[config.mk]
export PLATFORM = sky130hd
export DESIGN_NAME = bank_cmd_fsm
export DESIGN_NICKNAME = d
export VERILOG_FILES = /design/src/rtl/bsm_pkg.sv /design/src/rtl/bsm_req_hold.sv /design/src/rtl/bsm_sched.sv /design/src/rtl/bsm_state.sv /design/src/rtl/bank_cmd_fsm.sv
export SDC_FILE = /design/constraint.sdc
export NUM_CORES = 1
export LEC_CHECK = 0
export ABC_AREA = 1
export BUFFER_PORTS_ARGS = -buffer_cell sky130_fd_sc_hd__buf_2
export CAP_MARGIN = 40
export CORE_UTILIZATION = 45
export CTS_CLUSTER_SIZE = 12
export DETAILED_ROUTE_END_ITERATION = 7
export PLACE_DENSITY_LB_ADDON = 0.3
export REMOVE_ABC_BUFFERS = 1
export SETUP_SLACK_MARGIN = 0.05
export SYNTH_ARGS = -nofsm -noshare
export SYNTH_HDL_FRONTEND = slang
export SYNTH_HIERARCHICAL = 1
export SYNTH_SLANG_ARGS = --single-unit
[constraint.sdc]
create_clock -name clk -period 2.3 [get_ports clk]
set_input_delay 0.46 -clock clk [delete_from_list [all_inputs] [get_ports clk]]
set_output_delay 0.46 -clock clk [all_outputs]
set_load 0.03 [all_outputs]
[src/rtl/bsm_pkg.sv]
package bsm_pkg;

  typedef enum logic [2:0] {
    ST_PRECHARGED  = 3'd0,
    ST_ACTIVATED   = 3'd1,
    ST_PRECHARGING = 3'd2,
    ST_ACTIVATING  = 3'd3,
    ST_READING     = 3'd4,
    ST_WRITING     = 3'd5
  } bank_st_e;

  typedef enum logic [2:0] {
    CMD_NOP = 3'd0,
    CMD_ACT = 3'd1,
    CMD_PRE = 3'd2,
    CMD_RD  = 3'd3,
    CMD_WR  = 3'd4
  } bank_cmd_e;

  // Settled states are the only ones in which a new command may be chosen.
  function automatic logic st_is_stable(bank_st_e s);
    return (s == ST_PRECHARGED) || (s == ST_ACTIVATED);
  endfunction

  function automatic logic st_returns_req(bank_st_e s);
    return (s == ST_READING) || (s == ST_WRITING);
  endfunction

  function automatic bank_cmd_e next_cmd(bank_st_e s, logic row_hit, logic is_wr);
    bank_cmd_e c;
    case (s)
      ST_PRECHARGED: c = CMD_ACT;
      ST_ACTIVATED:  c = !row_hit ? CMD_PRE : (is_wr ? CMD_WR : CMD_RD);
      default:       c = CMD_NOP;
    endcase
    return c;
  endfunction

  function automatic bank_st_e st_on_issue(bank_st_e s, bank_cmd_e c);
    bank_st_e n;
    case (c)
      CMD_ACT: n = ST_ACTIVATING;
      CMD_PRE: n = ST_PRECHARGING;
      CMD_RD:  n = ST_READING;
      CMD_WR:  n = ST_WRITING;
      default: n = s;
    endcase
    return n;
  endfunction

  function automatic bank_st_e st_on_done(bank_st_e s);
    bank_st_e n;
    case (s)
      ST_ACTIVATING:  n = ST_ACTIVATED;
      ST_PRECHARGING: n = ST_PRECHARGED;
      ST_READING:     n = ST_ACTIVATED;
      ST_WRITING:     n = ST_ACTIVATED;
      default:        n = s;
    endcase
    return n;
  endfunction

endpackage

[src/rtl/bsm_req_hold.sv]
module bsm_req_hold #(
  parameter int ROW_W = 14,
  parameter int ID_W  = 8
) (
  input  logic             clk,
  input  logic             rst_n,
  input  logic             req_valid,
  input  logic [ROW_W-1:0] req_row,
  input  logic             req_write,
  input  logic [ID_W-1:0]  req_id,
  input  logic             rel_i,
  output logic             take_o,
  output logic             held_o,
  output logic [ROW_W-1:0] row_o,
  output logic             write_o,
  output logic [ID_W-1:0]  id_o
);

  logic             held_q;
  logic [ROW_W-1:0] row_q;
  logic             wr_q;
  logic [ID_W-1:0]  id_q;

  assign take_o  = !held_q && req_valid;
  assign held_o  = held_q;
  assign row_o   = row_q;
  assign write_o = wr_q;
  assign id_o    = id_q;

  always_ff @(posedge clk) begin
    if (!rst_n) begin
      held_q <= 1'b0;
      row_q  <= '0;
      wr_q   <= 1'b0;
      id_q   <= '0;
    end else if (take_o) begin
      held_q <= 1'b1;
      row_q  <= req_row;
      wr_q   <= req_write;
      id_q   <= req_id;
    end else if (rel_i) begin
      held_q <= 1'b0;
    end
  end

endmodule

[src/rtl/bsm_sched.sv]
module bsm_sched
  import bsm_pkg::*;
#(
  parameter int DLY_W = 6
) (
  input  logic             clk,
  input  logic             rst_n,
  input  logic             eval_i,
  input  logic             resched_i,
  input  logic             clear_i,
  input  logic [DLY_W-1:0] chk_delay,
  input  bank_cmd_e        cmd_i,
  output logic             armed_o,
  output logic             due_o,
  output bank_cmd_e        cmd_o
);

  localparam logic [DLY_W-1:0] FLOOR_FIRST = '0;
  localparam logic [DLY_W-1:0] FLOOR_AGAIN = DLY_W'(1);

  // Issue distance: the larger of the caller floor and the checker need.
  function automatic logic [DLY_W-1:0] wait_len(logic [DLY_W-1:0] floor_v,
                                                logic [DLY_W-1:0] need_v);
    return (need_v > floor_v) ? need_v : floor_v;
  endfunction

  logic             armed_q;
  logic [DLY_W-1:0] cnt_q;
  bank_cmd_e        cmd_q;

  assign armed_o = armed_q;
  assign due_o   = armed_q && (cnt_q == '0);
  assign cmd_o   = due_o ? cmd_q : CMD_NOP;

  always_ff @(posedge clk) begin
    if (!rst_n) begin
      armed_q <= 1'b0;
      cnt_q   <= '0;
      cmd_q   <= CMD_NOP;
    end else if (clear_i) begin
      armed_q <= 1'b0;
      cnt_q   <= '0;
    end else if (resched_i) begin
      cnt_q   <= wait_len(FLOOR_AGAIN, chk_delay);
    end else if (eval_i) begin
      armed_q <= 1'b1;
      cnt_q   <= wait_len(FLOOR_FIRST, chk_delay);
      cmd_q   <= cmd_i;
    end else if (armed_q && (cnt_q != '0)) begin
      cnt_q   <= cnt_q - DLY_W'(1);
    end
  end

endmodule

[src/rtl/bsm_state.sv]
module bsm_state
  import bsm_pkg::*;
#(
  parameter int ROW_W = 14,
  parameter int ID_W  = 8
) (
  input  logic             clk,
  input  logic             rst_n,
  input  logic             done_i,
  input  logic             issue_i,
  input  bank_cmd_e        issue_cmd,
  input  logic [ROW_W-1:0] issue_row,
  input  logic [ID_W-1:0]  id_i,
  output bank_st_e         st_o,
  output logic [ROW_W-1:0] open_row_o,
  output logic             rel_o,
  output logic             bad_done_o,
  output logic             res_valid_o,
  output logic [ID_W-1:0]  res_id_o,
  output logic             err_o
);

  bank_st_e         st_q;
  logic [ROW_W-1:0] open_row_q;
  logic             res_valid_q;
  logic [ID_W-1:0]  res_id_q;
  logic             err_q;

  assign st_o        = st_q;
  assign open_row_o  = open_row_q;
  assign rel_o       = done_i && st_returns_req(st_q);
  assign bad_done_o  = done_i && st_is_stable(st_q);
  assign res_valid_o = res_valid_q;
  assign res_id_o    = res_id_q;
  assign err_o       = err_q;

  always_ff @(posedge clk) begin
    if (!rst_n) begin
      st_q        <= ST_PRECHARGED;
      open_row_q  <= '0;
      res_valid_q <= 1'b0;
      res_id_q    <= '0;
      err_q       <= 1'b0;
    end else begin
      if (issue_i) begin
        st_q <= st_on_issue(st_q, issue_cmd);
        if (issue_cmd == CMD_ACT) open_row_q <= issue_row;
      end else if (done_i) begin
        st_q <= st_on_done(st_q);
      end
      res_valid_q <= rel_o;
      if (rel_o) res_id_q <= id_i;
      if (bad_done_o) err_q <= 1'b1;
    end
  end

endmodule

[src/rtl/bank_cmd_fsm.sv]
module bank_cmd_fsm
  import bsm_pkg::*;
#(
  parameter int ROW_W = 14,
  parameter int ID_W  = 8,
  parameter int DLY_W = 6
) (
  input  logic             clk,
  input  logic             rst_n,
  input  logic             req_valid,
  input  logic [ROW_W-1:0] req_row,
  input  logic             req_write,
  input  logic [ID_W-1:0]  req_id,
  output logic             req_take,
  input  logic [DLY_W-1:0] chk_delay,
  input  logic             grant,
  input  logic             cmd_sent,
  input  logic             done_pulse,
  output logic             cand_valid,
  output logic [2:0]       cand_cmd,
  output logic             result_valid,
  output logic [ID_W-1:0]  result_id,
  output logic             proto_err
);

  logic             held;
  logic [ROW_W-1:0] held_row;
  logic             held_wr;
  logic [ID_W-1:0]  held_id;
  logic             rel;
  logic             bad_done;
  bank_st_e         st_q;
  logic [ROW_W-1:0] open_row;
  logic             armed;
  logic             due;
  bank_cmd_e        cand_e;
  bank_cmd_e        want_cmd;
  logic             row_hit;
  logic             eval_ev;
  logic             issue_ev;
  logic             resched_ev;

  assign row_hit    = held && (held_row == open_row);
  assign want_cmd   = next_cmd(st_q, row_hit, held_wr);
  assign eval_ev    = st_is_stable(st_q) && held && !armed;
  assign issue_ev   = due && grant;
  assign resched_ev = due && cmd_sent && !grant;

  assign cand_valid = due;
  assign cand_cmd   = cand_e;

  bsm_req_hold #(.ROW_W(ROW_W), .ID_W(ID_W)) u_hold (
    .clk       (clk),
    .rst_n     (rst_n),
    .req_valid (req_valid),
    .req_row   (req_row),
    .req_write (req_write),
    .req_id    (req_id),
    .rel_i     (rel),
    .take_o    (req_take),
    .held_o    (held),
    .row_o     (held_row),
    .write_o   (held_wr),
    .id_o      (held_id)
  );

  bsm_sched #(.DLY_W(DLY_W)) u_sched (
    .clk       (clk),
    .rst_n     (rst_n),
    .eval_i    (eval_ev),
    .resched_i (resched_ev),
    .clear_i   (issue_ev),
    .chk_delay (chk_delay),
    .cmd_i     (want_cmd),
    .armed_o   (armed),
    .due_o     (due),
    .cmd_o     (cand_e)
  );

  bsm_state #(.ROW_W(ROW_W), .ID_W(ID_W)) u_state (
    .clk         (clk),
    .rst_n       (rst_n),
    .done_i      (done_pulse),
    .issue_i     (issue_ev),
    .issue_cmd   (cand_e),
    .issue_row   (held_row),
    .id_i        (held_id),
    .st_o        (st_q),
    .open_row_o  (open_row),
    .rel_o       (rel),
    .bad_done_o  (bad_done),
    .res_valid_o (result_valid),
    .res_id_o    (result_id),
    .err_o       (proto_err)
  );

endmodule

=== Word-level counts from Yosys, hierarchy flattened ===
Index checks and enable logic that the tools add are counted.

* Flip-flop bits (word level): 61
* Bits in latches: 0
* Bits in writable memories: 0
* ROM bits: 0
* Bits of input ports: 35
* Logic and storage cells: 73
* Memories kept: 0

* Add/subtract/negate cells: 1
* $mul: 0
* Divide/modulo/power cells: 0
* $lt $le $gt $ge: 2
* Eq/ne operators: 11
* Shifts and indexed selects: 0
* Muxes and demuxes: 15
* Bitwise logic cells: 3
* Reductions and logical operators: 29

{| class="wikitable"
|+ Operator list
! cell !! count
|-
| two-way mux 6 bit || 5
|-
| two-way mux 3 bit || 5
|-
| == test 14 bit || 1
|-
| == test 3 x 2 -> 1 bit, second input constant || 4
|-
| greater-than comparator 6 x 1 -> 1 bit, second input constant || 2
|-
| case mux 3 bit (2 select lines) || 2
|-
| case mux 3 bit (4 select lines) || 1
|-
| logical AND 1 bit || 11
|-
| == test 3 bit, second input constant || 3
|-
| == test 3 x 1 -> 1 bit, second input constant || 2
|-
| logical NOT 6 bit || 1
|-
| AND reduction 3 bit || 2
|-
| nonzero test 3 bit || 2
|-
| nonzero test 6 bit || 1
|-
| subtractor 6 x 1 -> 6 bit, second input constant || 1
|-
| != test 5 x 1 -> 1 bit, second input constant || 1
|-
| AND reduction 2 bit || 2
|-
| nonzero test 2 bit || 2
|-
| logical NOT 1 bit || 3
|-
| logical NOT 3 bit || 1
|-
| NOT 1 bit || 3
|-
| OR reduction 3 bit || 1
|-
| logical OR 1 bit || 2
|-
| two-way mux 1 bit || 2
|-
| OR reduction 2 bit || 1
|}

=== Logic depth before layout (Yosys ltp) ===
* Word-level depth: 6
* Mapped depth: 13

=== Modules after synthesis ===
Netlist, hierarchy kept.

{| class="wikitable"
|+ Modules (own cells, without submodules)
! module !! times used !! cells each !! area each (sq um)
|-
| bsm_state || 1 || 142 || 1,069.8
|-
| bsm_req_hold || 1 || 155 || 1,049.8
|-
| bsm_sched || 1 || 93 || 636.9
|-
| bank_cmd_fsm || 1 || 91 || 381.6
|}

=== Least setup slack after synthesis ===
Ideal clock, no wire load.

* Kind: flip-flop to flip-flop
* Start point: register u_sched.cnt_q[0]
* End point: register u_state.st_q[1] (netlist: u_state/st_o[1])
* Setup time: 128 ps
* Arrival time: 2,369 ps
* Data required time: 2,172 ps
* Slack: -196 ps
* Cell stages (with the launch flop): 14
* Clock period less this slack: 2,496 ps
* Cells stage by stage: dfxtp_1 -> inv_1 -> ha_1 -> nand3_4 -> nor2_2 -> inv_1 -> nor2_1 -> nor2_1 -> nand2_1 -> nand3_1 -> nand2_1 -> nand2_1 -> nand2_1 -> nor2_1

* Word-level cells in the longest chain between the ends: 6
* Elaborated cells between the ends (all ways): 14

{| class="wikitable"
|+ RTL lines
! element !! line !! text
|-
| from (decl) || bsm_sched.sv:28 || <nowiki>logic [DLY_W-1:0] cnt_q;</nowiki>
|-
| from (signal assigned) || bsm_sched.sv:44 || <nowiki>cnt_q <= wait_len(FLOOR_AGAIN, chk_delay);</nowiki>
|-
| from (signal assigned) || bsm_sched.sv:47 || <nowiki>cnt_q <= wait_len(FLOOR_FIRST, chk_delay);</nowiki>
|-
| from (signal assigned) || bsm_sched.sv:50 || <nowiki>cnt_q <= cnt_q - DLY_W'(1);</nowiki>
|-
| logical NOT 6 bit (*) || bsm_sched.sv:32 || <nowiki>assign due_o = armed_q && (cnt_q == '0);</nowiki>
|-
| logical AND 1 bit (*) || bsm_sched.sv:32 ||
|-
| net cand_valid || bank_cmd_fsm.sv:19 || <nowiki>output logic cand_valid,</nowiki>
|-
| two-way mux 3 bit (*) || bsm_sched.sv:33 || <nowiki>assign cmd_o = due_o ? cmd_q : CMD_NOP;</nowiki>
|-
| net cand_cmd[0] || bank_cmd_fsm.sv:20 || <nowiki>output logic [2:0] cand_cmd,</nowiki>
|-
| == test 3 x 2 -> 1 bit (tied with other cells) || bsm_pkg.sv:41 || <nowiki>case (c)</nowiki>
|-
| != test 5 x 1 -> 1 bit (no source line) / case mux 3 bit (4 select lines) (equally long branches) || - ||
|-
| AND reduction 3 bit (no source line) / two-way mux 3 bit (equally long branches) || - ||
|-
| to (signal assigned) || bsm_state.sv:46 || <nowiki>st_q <= st_on_issue(st_q, issue_cmd);</nowiki>
|-
| to (signal assigned) || bsm_state.sv:49 || <nowiki>st_q <= st_on_done(st_q);</nowiki>
|-
| to (decl) || bsm_state.sv:23 || <nowiki>bank_st_e st_q;</nowiki>
|}

Mark *: on every way through the listed nets, which the timed path passes. The rest lies on a longest branch.
A chain may end at the register's enable or synchronous reset.

=== Worst setup path in the final report ===
* Start point: register u_sched.cnt_q[0]
* End point: output port cand_cmd[1]

* Word-level cells in the longest chain between the ends: 3

{| class="wikitable"
|+ RTL lines
! element !! line
|-
| logical NOT 6 bit || bsm_sched.sv:32
|-
| logical AND 1 bit || bsm_sched.sv:32
|-
| two-way mux 3 bit || bsm_sched.sv:33
|-
| to (decl) || bank_cmd_fsm.sv:20
|}

No other way between the ends.

==> reports/qor.txt <==
Min-Delay Path Class: input pin to flip-flop
Input/output buffers: 49
Status: completed
CTS root buffer: clkbuf_8
DRC violations left: 0
Worst Path Required: 1.84 ns
Yosys warnings: 6
R2r setup slk: 0.28 ns
Initial Util: 46.4%
Die ar.: 0.00731 mm2
Clk slew on worst S/H paths: 0.08 ns
RSZ-0062 raised after global routing: false
Cell count after synthesis: 481
Max clock buf depth: 2
Cell area power density: 875 mW/mm2
CP startpoint kind: flip-flop
Overall routing resource usage: 18.0%
CTS tree: built
Crit path DAT: 1.68 ns
Core Region: 0.00676 mm2
Post-synth cell types: 32
#FFs+latches synth: 61
Die Ht: 85.5 um
Total wire length: 6080 um
Fin crit period: 2.14 ns
Final Hold Viols: 0
Clock sink count: 61
Setup TNS Final: 0 ns
H-tree depth: 3
Later-pin clock latency in the skew report: 0.34 ns
Worst setup EP type: output port
Initial antenna violation count: 0
Clock Skew: 0.0119 ns
Cell Rows: 30
Final-report setup violation count: 0
DP HPWL: 4240 um
Placed Instance Area: 0.00341 mm2
Most common library cells after synthesis: 111 x nand2_1, 88 x inv_1, 83 x nor2_1, 61 x dfxtp_1, 36 x nand3_1
Vias per std cell: 4.63
Boundary pin count: 50
Post-synth top area cell: dfxtp_1
Post-route cell area: 0.00369 mm2
Average size of a mapped cell: 6.52 um2
CTS buffer count: 9
Grt ovf: 0
CTS hold repair buffers: 0
Drt pass-1 iters: 4
RD Place Congestion: 0.802
Ys flop type: dfxtp_1
Worst Tran Pin Value: 0.710 ns
Register area share after synthesis: 38.9%
First-pass GRT wire length: 10600 um
P_leak: 1.77 nW
Final period util: 92.9%
Crit Path Category: flip-flop to output port
Max Clock Freq: 0.468 GHz
Util after Layout: 54.6%
Post-synth EDFFs: 0
Final hold slack: 0.414 ns
CP max FO: 6
Final Slew Violations: 0
Largest net degree at the start of global routing: 29
Wire length per cell: 9.82 um
Ant. Diodes: 0
Area contributors post-synth: dfxtp_1 39%, nand2_1 13%, inv_1 11%, nor2_1 9.9%, nand3_1 5.7%
Layout area overhead: 17.5%
Async set or reset register ratio after synthesis: 0%
Fraction of layout instances using a drive strength above 1: 18.9%
Synth top area share: 38.9%
Max-Cap Viols: 0
Cell with the most instances after synthesis: nand2_1
Horiz. Die Dim: 85.5 um
Number of global-route vias before repair: 2503
Iter 0 DRT Violations: 100
Total Power: 3.23 mW
Max rail drop VDD: 0.381 mV
Rel. slew slack: 52.6%
Final nets: 571
Via count: 2869
Synth Cell Area: 0.00314 mm2
Remaining antenna violation count after routing: 0
## state kept, by name, indices dropped and copies added (netlist names)
| register | count |
|---|---|
| u_hold/held_o | 1 |
| u_hold/row_o | 14 |
| u_state/open_row_o | 14 |
| u_state/err_o | 1 |
| u_sched/armed_o | 1 |
| u_state/res_id_o | 8 |
| u_sched/cnt_q | 6 |
| u_hold/write_o | 1 |
| u_state/st_o | 3 |
| u_sched/cmd_q | 3 |
| u_hold/id_o | 8 |
| u_state/res_valid_o | 1 |
## report_power, final
group | internal (mW) | switching, mW | total [mW] | leakage [nW]
sequential | 1.17 | 0.110 | 1.28 | 0.500
clock | 0.615 | 0.432 | 1.05 | 0.113
combinational | 0.343 | 0.552 | 0.895 | 1.15
total | 2.13 | 1.09 | 3.23 | 1.77
## cells by family after synthesis
| kind of cell | after synthesis | synth area share, % |
|---|---|---|
| flops | 61 | 38.9 |
| compound gates | 54 | 9.13 |
| simple gates | 254 | 35.7 |
| fa+ha+maj | 2 | 0.797 |
| xor+xnor | 4 | 1.12 |
| buf+inv | 106 | 14.4 |
## layout make-up
class	count	area, um2
sequential	61	1220
timing repair buffer	55	305
clock inverter	7	100
tap	80	100
inverter	93	349
fill	694	3070
clock buffer	9	124
multi-input combinational	314	1490
## worst max-delay path: stages (launching register included)
cell and delay (ns):
dfxtp_1 0.36, inv_1 0.11, ha_1 0.20, nand3_4 0.13
nor2_4 0.15, inv_2 0.08, nor2_4 0.15, buf_6 0.15
## through the flow
step	setup slack, ns	instances
2_1_floorplan	-0.234	468
3_3_place_gp	0.304	601
3_5_place_dp	0.201	601
4_1_cts	0.0202	617
5_1_grt	0.0509	619
6_report	0.162	619
## metal layers
layer / up-vias / GRT usage [%] / wire length [um]
met3: 8 / 5.10 / 257
met2: 52 / 31.2 / 2950
met4: 0 / 5.45 / 77
met1: 1250 / 21.6 / 2800
li1: 1559 / - / -
met5: - / 0 / 0
## cells in the final DEF (no fill, tap or decap), types with 5 or more instances in the layout
master	instances
o21ai_1	6
a21oi_1	29
nor2_2	9
nor2_4	5
clkbuf_8	9
nand3_1	36
inv_1	87
nand2_1	111
buf_4	7
buf_2	46
o21ai_0	14
dfxtp_1	61
nor2_1	80
## final timing paths
kind | from | cells after the start | end
worst max-delay path | u_sched/cnt_q[0] | 7 | cand_cmd[1]
worst min-delay path | req_row[12] | 5 | u_hold/row_o[12]
worst max register to register | u_sched/cnt_q[0] | 10 | u_state/open_row_o[1]
worst min register to register | u_state/open_row_o[5] | 2 | u_state/open_row_o[5]
## timing repair
| action | CTS | global route |
|---|---|---|
| endpoints found under the setup margin | 2 | 3 |
| gates resized for setup | 4 | 9 |
| pin swaps | 0 | 2 |
| gates cloned | 0 | 0 |
| setup buffers | 0 | 2 |
Note: power is estimated with default switching activity, not from simulation.
